$ cat config.mk
export PLATFORM = sky130hd
export DESIGN_NAME = ssx_scrambler_top
export DESIGN_NICKNAME = d
export VERILOG_FILES = /design/src/rtl/ssx_pkg.sv /design/src/rtl/ssx_hist_reg.sv /design/src/rtl/ssx_mix_core.sv /design/src/rtl/ssx_scrambler_top.sv
export SDC_FILE = /design/constraint.sdc
export NUM_CORES = 1
export LEC_CHECK = 0
export BUFFER_PORTS_ARGS = -buffer_cell sky130_fd_sc_hd__buf_2
export CAP_MARGIN = 20
export CELL_PAD_IN_SITES_DETAIL_PLACEMENT = 1
export CELL_PAD_IN_SITES_GLOBAL_PLACEMENT = 2
export CORE_MARGIN = 3
export CORE_UTILIZATION = 35
export DETAILED_ROUTE_END_ITERATION = 8
export HOLD_SLACK_MARGIN = 0.15
export PLACE_DENSITY_LB_ADDON = 0.1
export SLEW_MARGIN = 40
export SYNTH_ARGS = -nofsm -noshare
export SYNTH_HDL_FRONTEND = slang
export SYNTH_SLANG_ARGS = --single-unit
export TNS_END_PERCENT = 20
$ cat constraint.sdc
create_clock -name clk -period 1.9 [get_ports clk]
set_clock_uncertainty 0.2 [all_clocks]
set_input_delay 0.38 -clock clk [delete_from_list [all_inputs] [get_ports clk]]
set_output_delay 0.38 -clock clk [all_outputs]
set_load 0.05 [all_outputs]
$ cat src/rtl/ssx_pkg.sv
package ssx_pkg;

    localparam int unsigned LINE_W   = 80;
    localparam int unsigned HIST_LEN = 79;
    localparam int unsigned TAP_NEAR = 70;
    localparam int unsigned TAP_FAR  = 78;

    typedef enum logic {
        MIX_SCRAMBLE   = 1'b0,
        MIX_DESCRAMBLE = 1'b1
    } mix_mode_e;

    // Index into the joined stream {word, history} for the tap of a given bit.
    // Stream position hist_len-1-i holds history bit i; position hist_len+j holds word bit j.
    function automatic int unsigned tap_src(input int unsigned hist_len,
                                            input int unsigned bitpos,
                                            input int unsigned tap);
        return hist_len + bitpos - 1 - tap;
    endfunction

endpackage

$ cat src/rtl/ssx_hist_reg.sv
module ssx_hist_reg #(
    parameter int unsigned W    = ssx_pkg::LINE_W,
    parameter int unsigned HIST = ssx_pkg::HIST_LEN,
    localparam int unsigned SW  = HIST + W
) (
    input  logic            clk,
    input  logic            rst,
    input  logic            en,
    input  logic [SW-1:0]   strm,
    output logic [HIST-1:0] hist
);

    logic [HIST-1:0] hist_nxt;

    // newest stream bit becomes history bit 0
    for (genvar i = 0; i < HIST; i++) begin : g_take
        assign hist_nxt[i] = strm[SW-1-i];
    end

    always_ff @(posedge clk) begin
        if (rst)     hist <= '0;
        else if (en) hist <= hist_nxt;
    end

    a_r1_hist_cleared: assert property (@(posedge clk) rst |=> hist == '0);
    a_r4_hist_idle_hold: assert property (@(posedge clk) disable iff (rst)
        !en |=> $stable(hist));

endmodule

$ cat src/rtl/ssx_mix_core.sv
module ssx_mix_core #(
    parameter int unsigned W    = ssx_pkg::LINE_W,
    parameter int unsigned HIST = ssx_pkg::HIST_LEN,
    parameter int unsigned TA   = ssx_pkg::TAP_NEAR,
    parameter int unsigned TB   = ssx_pkg::TAP_FAR,
    parameter ssx_pkg::mix_mode_e MODE = ssx_pkg::MIX_SCRAMBLE,
    localparam int unsigned SW  = HIST + W
) (
    input  logic         clk,
    input  logic         rst,
    input  logic         in_valid,
    input  logic [W-1:0] din,
    output logic         out_valid,
    output logic [W-1:0] dout
);
    import ssx_pkg::*;

    logic [HIST-1:0] hist;
    logic [SW-1:0]   strm;
    logic [W-1:0]    mixed;

    if (MODE == MIX_SCRAMBLE) begin : g_scr
        // feedback from own output: bit j sees line bits produced earlier in the word
        always_comb begin : scr_unroll
            logic [SW-1:0] s;
            logic          b;
            s = '0;
            for (int i = 0; i < HIST; i++) s[HIST-1-i] = hist[i];
            for (int j = 0; j < W; j++) begin
                b = din[j] ^ s[tap_src(HIST, j, TA)] ^ s[tap_src(HIST, j, TB)];
                s[HIST+j] = b;
            end
            strm  = s;
            mixed = s[SW-1:HIST];
        end
    end else begin : g_dsc
        // feed-forward from received line bits only
        always_comb begin : dsc_unroll
            logic [SW-1:0] s;
            s = '0;
            for (int i = 0; i < HIST; i++) s[HIST-1-i] = hist[i];
            s[SW-1:HIST] = din;
            for (int j = 0; j < W; j++) begin
                mixed[j] = din[j] ^ s[tap_src(HIST, j, TA)] ^ s[tap_src(HIST, j, TB)];
            end
            strm = s;
        end
    end

    ssx_hist_reg #(.W(W), .HIST(HIST)) hist_i (
        .clk  (clk),
        .rst  (rst),
        .en   (in_valid),
        .strm (strm),
        .hist (hist)
    );

    always_ff @(posedge clk) begin
        if (rst) begin
            out_valid <= 1'b0;
            dout      <= '0;
        end else begin
            out_valid <= in_valid;
            if (in_valid) dout <= mixed;
        end
    end

    a_r9_valid_follows: assert property (@(posedge clk) disable iff (rst)
        in_valid |=> out_valid);
    a_r9_valid_drops: assert property (@(posedge clk) disable iff (rst)
        !in_valid |=> !out_valid);
    a_r4_word_idle_hold: assert property (@(posedge clk) disable iff (rst)
        !in_valid |=> $stable(dout));

    if (MODE == MIX_SCRAMBLE) begin : g_a_scr
        // the history's newest bit is the last line bit sent
        a_r3_newest_line_bit: assert property (@(posedge clk) disable iff (rst)
            in_valid |=> hist[0] == dout[W-1]);
    end else begin : g_a_dsc
        a_r3_newest_rx_bit: assert property (@(posedge clk) disable iff (rst)
            in_valid |=> hist[0] == $past(din[W-1]));
    end

endmodule

$ cat src/rtl/ssx_scrambler_top.sv
module ssx_scrambler_top #(
    parameter int unsigned W    = ssx_pkg::LINE_W,
    parameter int unsigned HIST = ssx_pkg::HIST_LEN,
    parameter int unsigned TA   = ssx_pkg::TAP_NEAR,
    parameter int unsigned TB   = ssx_pkg::TAP_FAR
) (
    input  logic         clk,
    input  logic         rst,
    input  logic         tx_valid,
    input  logic [W-1:0] tx_data,
    output logic         tx_line_valid,
    output logic [W-1:0] tx_line,
    input  logic         rx_valid,
    input  logic [W-1:0] rx_line,
    output logic         rx_data_valid,
    output logic [W-1:0] rx_data
);

    ssx_mix_core #(.W(W), .HIST(HIST), .TA(TA), .TB(TB),
                   .MODE(ssx_pkg::MIX_SCRAMBLE)) tx_core_i (
        .clk       (clk),
        .rst       (rst),
        .in_valid  (tx_valid),
        .din       (tx_data),
        .out_valid (tx_line_valid),
        .dout      (tx_line)
    );

    ssx_mix_core #(.W(W), .HIST(HIST), .TA(TA), .TB(TB),
                   .MODE(ssx_pkg::MIX_DESCRAMBLE)) rx_core_i (
        .clk       (clk),
        .rst       (rst),
        .in_valid  (rx_valid),
        .din       (rx_line),
        .out_valid (rx_data_valid),
        .dout      (rx_data)
    );

    a_r1_reset_outputs: assert property (@(posedge clk)
        rst |=> (!tx_line_valid && !rx_data_valid && tx_line == '0 && rx_data == '0));

endmodule

==> impl_metrics.tcl, run 1 <==
set metrics [dict create \
    synth_area_mm2 0.0119 \
    io_pins 326 \
    setup_violations 0 \
    yosysWarningCount 0 \
    status "finished clean" \
    hold_violations 0 \
    hold_path_class "in2reg" \
    drive_gt1_share_pct 24.9 \
    num_rows 66 \
    worst_setup_path_start_kind "flop" \
    syn-num-nets 1348 \
    synth.distinct_cells 18 \
    hold_path.startpoint "tx_data[24]" \
    final_net_count 1740 \
    syn_inst 1184 \
    cp_num_buf_inv 1 \
    seq_area_frac_synth_pct 40.7 \
    dp_hpwl_um 25000 \
    slowest_stage "dfxtp_1" \
    hold_end "tx_core_i.dout[24]" \
    rrSetupSlack_ps 90 \
    mostFrequentLayoutCell "xnor2_1" \
    grt_setup_unrepaired "yes" \
    dr.first_iter.drc_count 292 \
    post-route-period-util_pct 99.1 \
    first_global_vias 9804 \
    slew_headroom_pct 64.6 \
    cp.required_ps 1320 \
    grtUsageTotal_pct 19.0 \
    via_per_inst 4.48 \
    postCtsSetupRepairBufs 0 \
    clk_latency_ps 560 \
    cts_root_buffer "clkbuf_16" \
    cts_max_level 1 \
    critPathKind "reg2out" \
    grt_antenna_before_repair 4 \
    grt_overflow 0 \
    drc_errors 0 \
    vdd_ir_drop_max_mv 0.684 \
    fin_area_mm2 0.0161 \
    antenna_left 0 \
    place_ws_ps 291 \
    worst_hold_path.num_cells 5 \
    synth_area_leaders "dfxtp_1, xnor2_1, mux2i_1, nor2_1, buf_4" \
    max_freq_mhz 531 \
    cts_made_buffers 30 \
    fin_util_pct 48.9 \
    ys_ff_latch 241 \
    cts.sink_count 241 \
    vias 9139 \
    reg2reg_from "tx_core_i.dout[65]" \
    wl_per_cell_um 17.4 \
    port_buffers 325 \
    end_kind "output port" \
    final_cell_mix "xnor2_1, buf_2, dfxtp_1" \
    core_area_mm2 0.0329 \
    reg2reg_to "tx_core_i.dout[56]" \
    setup_ws_ps 16.7 \
    path_cells "buf_2" \
    cap_violations 0 \
    cts_tree "built" \
    routed_wl_um 35400 \
    clockBufferDepth 3 \
    period_minus_slack_ps 1880 \
    die-area_mm2 0.0361 \
    r2r_cells 5 \
    tightestPinTransition_ps 531 \
    place.gp.congestion 0.777 \
    grt_max_degree 108 \
    synth_area_per_cell_um2 10.0 \
    die_h_um 190 \
    dpl-instance-area_mm2 0.0134 \
    die_w_um 190 \
    final.setup.tns_ps 0 \
    slew_violations 0 \
    startpoint "tx_core_i.dout[67]" \
    netlist.area_leader.share_pct 40.7 \
    floorplan.initialDensity_pct 36.0 \
    power_density_mw_per_mm2 1110 \
    crit_family "flip-flops" \
    power.leakage_nw 7.12 \
    clk_pin_slew_ps 60 \
    synthToLayoutAreaGrowth_pct 35.8 \
    grt_pass1_wl_um 55200 \
    critical_path_arrival_ps 1300 \
    cpPeakStageDelay_ps 450 \
    fill_cells 3772 \
    hold_slack_ps 149 \
    path_max_fanout 4 \
    drt_pre_antenna_iters 4 \
    yosysTopAreaCell "dfxtp_1" \
]
[per-layer routing]
layer	vias up	global-route usage (%)	routed length, um
met5	-	0	14
met1	4339	22.3	14500
met2	232	34.7	17600
met3	50	5.23	2610
li1	4514	-	-
met4	4	3.75	729
[state kept, by name, summed over array words and instances (netlist names)]
signal,cells
tx_core_i.dout,79
rx_core_i.hist_i.hist,79
rx_core_i.out_valid,1
tx_core_i.hist_i.hist,1
rx_core_i.dout,80
tx_core_i.out_valid,1
[power breakdown]
part	total, W	internal, W	switching (W)
logic	0.00581	0.00238	0.00343
registers	0.00638	0.00567	0.000708
clock network	0.00562	0.00341	0.00221
[cells in the mapped netlist (all sizes together)]
cell type  number
xnor2         317
dfxtp         241
mux2i         230
nor2          224
buf           113
clkbuf         21
nand2b          9
inv             8
o22ai           8
nor2b           7
xor2            3
nand3           1
o311ai          1
or3             1
[worst max-delay path by stage]
stage / cells after the start / slack (ps) / end
after floorplan: 5 / 410 / tx_core_i.hist_i.hist[0]
after global placement: 4 / 320 / tx_core_i.hist_i.hist[0]
after detailed placement: 4 / 290 / tx_core_i.hist_i.hist[0]
after CTS: 1 / 0.8 / tx_line[39]
after global routing: 1 / -20 / tx_line[67]
final: 1 / 20 / tx_line[67]
[logic make-up (layout without fill, tap and decap cells)]
logic type	Yosys count	in the layout	synth area share, %
muxes	230	230	19.4
xor gates and xnor gates	320	320	23.7
buffers and inverters	142	556	7.61
and+or+nand+nor	242	242	8.04
AOI/OAI and AO/OA	9	9	0.496
DFF	241	241	40.7
other	0	2	0
[per-stage QoR]
stage / power (W) / std cells
floorplan: 0.0109 / 1184
CTS: 0.0180 / 2044
detailed placement: 0.0119 / 1831
finish: 0.0178 / 2042
global placement: 0.0119 / 1831
global route: 0.0188 / 2042
[layout make-up]
cell class / count / area, um^2 / share of cell area [%]
sequential: 241 / 4830 / 30.0
clock inverter: 6 / 66.3 / 0.412
tap: 442 / 553 / 3.44
inverter: 8 / 30.0 / 0.187
multi-input combinational: 801 / 6150 / 38.2
clock buffer: 48 / 918 / 5.70
timing repair buffer: 494 / 3540 / 22.0
antenna: 2 / 5.00 / 0.0311
[repair_timing]
item,4_1_cts,5_1_grt
hold endpoints to repair,221,0
gates resized for setup,32,29
endpoints found under the setup margin,27,29
hold buffers,159,0
Note: power is estimated with default switching activity, not from simulation.
==> inputs of run 2 (changes only) <==
--- a/config.mk
+++ b/config.mk
@@ -8,9 +8,9 @@
 export BUFFER_PORTS_ARGS = -buffer_cell sky130_fd_sc_hd__buf_2
 export CAP_MARGIN = 20
 export CELL_PAD_IN_SITES_DETAIL_PLACEMENT = 1
-export CELL_PAD_IN_SITES_GLOBAL_PLACEMENT = 2
+export CELL_PAD_IN_SITES_GLOBAL_PLACEMENT = 1
 export CORE_MARGIN = 3
-export CORE_UTILIZATION = 35
+export CORE_UTILIZATION = 43
 export DETAILED_ROUTE_END_ITERATION = 8
 export HOLD_SLACK_MARGIN = 0.15
 export PLACE_DENSITY_LB_ADDON = 0.1
==> impl_metrics.tcl, run 2 (synthesized netlist as in run 1, its figures left out) <==
set metrics [dict create \
    critPathKind "reg2out" \
    grtUsageTotal_pct 22.6 \
    wl_per_cell_um 18.2 \
    power_density_mw_per_mm2 1130 \
    r2r_cells 5 \
    critical_path_arrival_ps 1280 \
    path_cells "clkbuf_4" \
    floorplan.initialDensity_pct 43.8 \
    slew_violations 0 \
    first_global_vias 9865 \
    hold_path.startpoint "tx_data[68]" \
    clockBufferDepth 3 \
    routed_wl_um 34900 \
    antenna_left 0 \
    fill_cells 3015 \
    drc_errors 0 \
    multiInputGateArea_mm2 0.00612 \
    post-route-period-util_pct 97.9 \
    cpPeakStageDelay_ps 460 \
    vias 9110 \
    rrSetupSlack_ps 180 \
    clk_latency_ps 530 \
    reg2reg_to "tx_core_i.dout[66]" \
    seqCellArea_mm2 0.00483 \
    cp_num_buf_inv 1 \
    cts_root_buffer "clkbuf_16" \
    cts_tree "built" \
    die_w_um 172 \
    worst_setup_path_start_kind "flop" \
    cts.sink_count 241 \
    die-area_mm2 0.0296 \
    max_freq_mhz 538 \
    period_minus_slack_ps 1860 \
    place.gp.congestion 0.788 \
    slew_headroom_pct 70.6 \
    tightestPinTransition_ps 441 \
    via_per_inst 4.75 \
    postCtsSetupRepairBufs 0 \
    drive_gt1_share_pct 24.7 \
    grt_max_degree 95 \
    cts_made_buffers 29 \
    power.leakage_nw 7.01 \
    grt_pass1_wl_um 53500 \
    die_h_um 172 \
    post-place-cells 1730 \
    final.setup.tns_ps 0 \
    drt_pre_antenna_iters 4 \
    fin_util_pct 58.0 \
    mostFrequentLayoutCell "xnor2_1" \
    hold_path_class "in2reg" \
    crit_family "flip-flops" \
    regMostFlops "rx_core_i.dout" \
    port_buffers 325 \
    final_cell_mix "xnor2_1, buf_2, dfxtp_1" \
    slowest_stage "dfxtp_1" \
    num_rows 60 \
    dr.first_iter.drc_count 295 \
    dp_hpwl_um 23800 \
    path_max_fanout 4 \
    final_cells 1919 \
    status "finished clean" \
    io_pins 326 \
    cap_violations 0 \
    clk_pin_slew_ps 60 \
    cp.required_ps 1320 \
    setup_violations 0 \
    core_area_mm2 0.0270 \
    end_kind "output port" \
    synthToLayoutAreaGrowth_pct 32.2 \
    worst_hold_path.num_cells 5 \
    largest_register_ffs 80 \
    vdd_ir_drop_max_mv 0.671 \
    cts_max_level 1 \
    top_regs "rx_core_i.dout x80, rx_core_i.hist_i.hist x79, tx_core_i.dout x79" \
    final_net_count 1719 \
    hold_violations 0 \
    hold_end "tx_core_i.dout[68]" \
    reg2reg_from "tx_core_i.dout[75]" \
    grt_overflow 0 \
    grt_antenna_before_repair 2 \
]
==> run 2: worst register-to-register path: stages (launching register included) <==
cell	delay, ps
dfxtp_1	400
xnor2_1	150
xnor2_1	150
mux2i_1	90
dlygate4sd3_1	580
nor2_1	100
==> run 2: final cells by class <==
cell class                 instances  share of cell area (%)
antenna                            2                  0.0319
inverter                           8                   0.192
clock buffer                      41                    5.43
timing repair buffer             474                    20.9
tap                              341                    2.72
clock inverter                    11                   0.847
multi-input combinational        801                    39.1
sequential                       241                    30.8
==> run 2: worst max path at each step <==
stage	start	to	depth (start not counted)
finish	tx_core_i.dout[19]	tx_line[19]	1
global route	tx_core_i.dout[56]	tx_line[56]	1
CTS	tx_core_i.dout[66]	tx_line[66]	1
detailed placement	tx_valid	tx_core_i.hist_i.hist[0]	4
global placement	tx_valid	tx_core_i.hist_i.hist[0]	4
floorplan	rst	tx_core_i.hist_i.hist[0]	5
==> run 2: layer usage <==
metal	track usage, %	vias up	wire [um]
met5	0	-	7
met4	4.48	2	605
met3	5.90	48	2390
met2	43.0	238	18100
met1	25.5	4368	13800
li1	-	4454	-
==> run 2: stage by stage <==
step / worst slack, ps / cell area (um^2) / power (W) / hold slack, ps
after floorplan: 414 / 11900 / 0.0109 / 282
after detailed placement: 335 / 13300 / 0.0119 / 280
final: 40.8 / 15700 / 0.0178 / 152
after CTS: 1.39 / 15600 / 0.0179 / 151
after global placement: 370 / 13300 / 0.0118 / 266
after global routing: -22.3 / 15700 / 0.0187 / 174
==> run 2: repair_timing <==
| item | in CTS | in global routing |
|---|---|---|
| setup endpoints to repair | 10 | 18 |
| pin swaps | 0 | 0 |
| endpoints found under the hold margin | 186 | 0 |
| hold buffers | 135 | 0 |
| resized for setup | 12 | 20 |
==> run 2: power breakdown <==
part | switching (W) | internal, W | leakage, nW
logic | 0.00345 | 0.00229 | 4.53
registers | 0.000697 | 0.00566 | 1.99
clock network | 0.00218 | 0.00350 | 0.490
total | 0.00632 | 0.0114 | 7.01
==> inputs of run 3 (changes only) <==
--- a/config.mk
+++ b/config.mk
@@ -10,12 +10,13 @@
 export CELL_PAD_IN_SITES_DETAIL_PLACEMENT = 1
 export CELL_PAD_IN_SITES_GLOBAL_PLACEMENT = 1
 export CORE_MARGIN = 3
-export CORE_UTILIZATION = 43
+export CORE_UTILIZATION = 47
 export DETAILED_ROUTE_END_ITERATION = 8
 export HOLD_SLACK_MARGIN = 0.15
 export PLACE_DENSITY_LB_ADDON = 0.1
 export SLEW_MARGIN = 40
 export SYNTH_ARGS = -nofsm -noshare
 export SYNTH_HDL_FRONTEND = slang
+export SYNTH_HIERARCHICAL = 1
 export SYNTH_SLANG_ARGS = --single-unit
 export TNS_END_PERCENT = 20
==> impl_metrics.tcl, run 3 <==
set metrics [dict create \
    internal_power_w 0.0151 \
    yosysTopAreaCell "dfxtp_1" \
    dr.first_iter.drc_count 458 \
    die-area_mm2 0.0345 \
    ys_ff_latch 320 \
    floorplan.initialDensity_pct 47.9 \
    critPathKind "in2reg" \
    period_minus_slack_ps 1870 \
    dpl-instance-area_mm2 0.0172 \
    power_density_mw_per_mm2 1130 \
    clockBufferDepth 3 \
    routed_wl_um 44000 \
    cts.sink_count 320 \
    hold_path_class "in2reg" \
    cts.repair.resized 0 \
    synth.distinct_cells 24 \
    setup_ws_ps 32.0 \
    drc_errors 0 \
    slew_headroom_pct 67.1 \
    die_w_um 186 \
    die_h_um 186 \
    grt_antenna_before_repair 1 \
    core_area_mm2 0.0316 \
    post-route-period-util_pct 98.3 \
    r2r_cells 3 \
    netlist.area_leader.share_pct 42.2 \
    place_ws_ps 166 \
    tightestPinTransition_ps 493 \
    synth_top_family_by_area "XOR/XNOR gates" \
    num_rows 65 \
    grt_overflow 0 \
    post-place-cells 1950 \
    syn-num-nets 1446 \
    clk_pin_slew_ps 60 \
    final_cells 2184 \
    io_pins 326 \
    worst_setup_path_start_kind "primary input" \
    final_net_count 1916 \
    slowest_stage "dlygate4sd3_1" \
    mostFrequentLayoutCell "buf_2" \
    p_switching_w 0.00749 \
    grt_setup_unrepaired "no" \
    dp_hpwl_um 29700 \
    yosys.area_share.adder_pct 0 \
    max_freq_mhz 535 \
    slew_violations 0 \
    yosysMostFrequentCell "dfxtp_1" \
    vdd_ir_drop_max_mv 0.717 \
    fill_cells 3310 \
    cpPeakStageDelay_ps 570 \
    synth_edf_count 0 \
    fin_area_mm2 0.0200 \
    p_clk_share_pct 31.6 \
    p_sw_share_pct 33.1 \
    hold_violations 0 \
    final_cell_mix "buf_2, dfxtp_1, mux2i_1, nor2_1, dlygate4sd3_1" \
    path_max_fanout 61 \
    setup_violations 0 \
    cts_made_buffers 38 \
    synth-xor-area-share_pct 22.1 \
    syn_inst 1282 \
    power.leakage_nw 9.79 \
    synth_area_leaders "dfxtp_1, xor3_1, mux2i_1, nor2_1, xor2_1" \
    synth_area_per_cell_um2 11.8 \
    yosysWarningCount 6 \
    cap_violations 0 \
    seq_area_frac_synth_pct 42.2 \
    comb_power_share_pct 30.8 \
    top_regs "rx_core_i/dout x80, tx_core_i/dout x80" \
    status "finished clean" \
    critical_path_arrival_ps 2070 \
    synthMuxAreaShare_pct 18.5 \
    yosys_most_used_dff "dfxtp_1" \
    drive_gt1_share_pct 23.4 \
    port_buffers 325 \
    clk_latency_ps 520 \
    async_flop_share_pct 0 \
    yosys.area_share.simple_pct 11.8 \
    cts_max_level 2 \
    wl_per_cell_um 20.2 \
    synth_commonest_cells "dfxtp_1, mux2i_1, nor2_1" \
    crit_top_cell "dlygate4sd3_1" \
    drt_pre_antenna_iters 4 \
    vias 11088 \
    fin_util_pct 63.3 \
    via_per_inst 5.08 \
    path_cells "dlygate4sd3_1 -> buf_8 -> buf_12 -> nor2_1 -> dlygate4sd3_1" \
    synth_area_mm2 0.0152 \
    worst_hold_path.num_cells 4 \
    grt_max_degree 97 \
    synth-compound-area-share_pct 2.14 \
    grtUsageTotal_pct 25.0 \
    place.gp.congestion 0.770 \
    first_global_vias 11916 \
    synthToLayoutAreaGrowth_pct 32.0 \
    cts_root_buffer "clkbuf_16" \
    final.setup.tns_ps 0 \
    cp.required_ps 2100 \
    cts_tree "built" \
    end_kind "flop" \
    antenna_left 0 \
    grt_pass1_wl_um 67200 \
    pwr-share-seq_pct 37.6 \
]
-- run 3: cell types whose count changed in the layout (fill, tap and decap cells not counted), sizes merged, moves of 28 or more --
cell and delta:
mux2i +51, xnor2 -313, xor3 +124, nor2 +57, o221ai +36, dlygate4sd3 +29
dfxtp +79, xor2 +39, nand2 +35, nand2b +28
-- run 3: worst paths after layout --
path                             startpoint                   endpoint  slack, ps
setup / recovery                        rst  rx_core_i/hist_i/hist[76]         30
hold / removal                  tx_data[12]  tx_core_i/hist_i/hist[67]        170
setup reg to reg  tx_core_i/hist_i/hist[62]         tx_core_i/dout[79]        180
hold reg to reg          rx_core_i/dout[31]         rx_core_i/dout[31]        290
-- run 3: layer usage --
metal	track usage, %	part of all wire, %
met1	32.1	44
met2	42.5	48
met3	5.51	5.6
met4	7.12	2.6
met5	0	0
-- run 3: cells by family after synthesis --
group,after synthesis
compound gates,37
xor+xnor,170
buf+inv,81
flops,320
mux,281
simple gates,393
-- run 3: timing repair --
action / 4_1_cts / 5_1_grt
setup buffers: 0 / 0
hold buffers: 164 / 0
endpoints found under the hold margin: 266 / 0
-- run 3: critical path: cells and delay by family --
family,cells,cell delay (ps)
and+or+nand+nor,1,100
buffers and inverters,4,1540
-- run 3: layout make-up --
| cell class | instances | area (um^2) | area share (%) |
|---|---|---|---|
| clock inverter | 9 | 98.8 | 0.494 |
| sequential | 320 | 6410 | 32.0 |
| inverter | 1 | 3.75 | 0.0188 |
| clock buffer | 58 | 1120 | 5.58 |
| timing repair buffer | 510 | 3600 | 18.0 |
| multi-input combinational | 881 | 8280 | 41.3 |
| tap | 402 | 503 | 2.51 |
| antenna | 3 | 7.51 | 0.0375 |
-- run 3: power groups by stage --
stage	clock network, W	logic, W	registers (W)
after floorplan	0	0.00351	0.0100
final	0.00713	0.00697	0.00850
after detailed placement	0	0.00661	0.00863
after global routing	0.00761	0.00745	0.00862
after global placement	0	0.00643	0.00858
after CTS	0.00730	0.00693	0.00850
-- run 3: metrics by stage --
step	hold slack, ps	power, W
2_1_floorplan	272	0.0136
3_3_place_gp	267	0.0150
3_5_place_dp	275	0.0152
4_1_cts	152	0.0227
5_1_grt	169	0.0237
6_report	170	0.0226
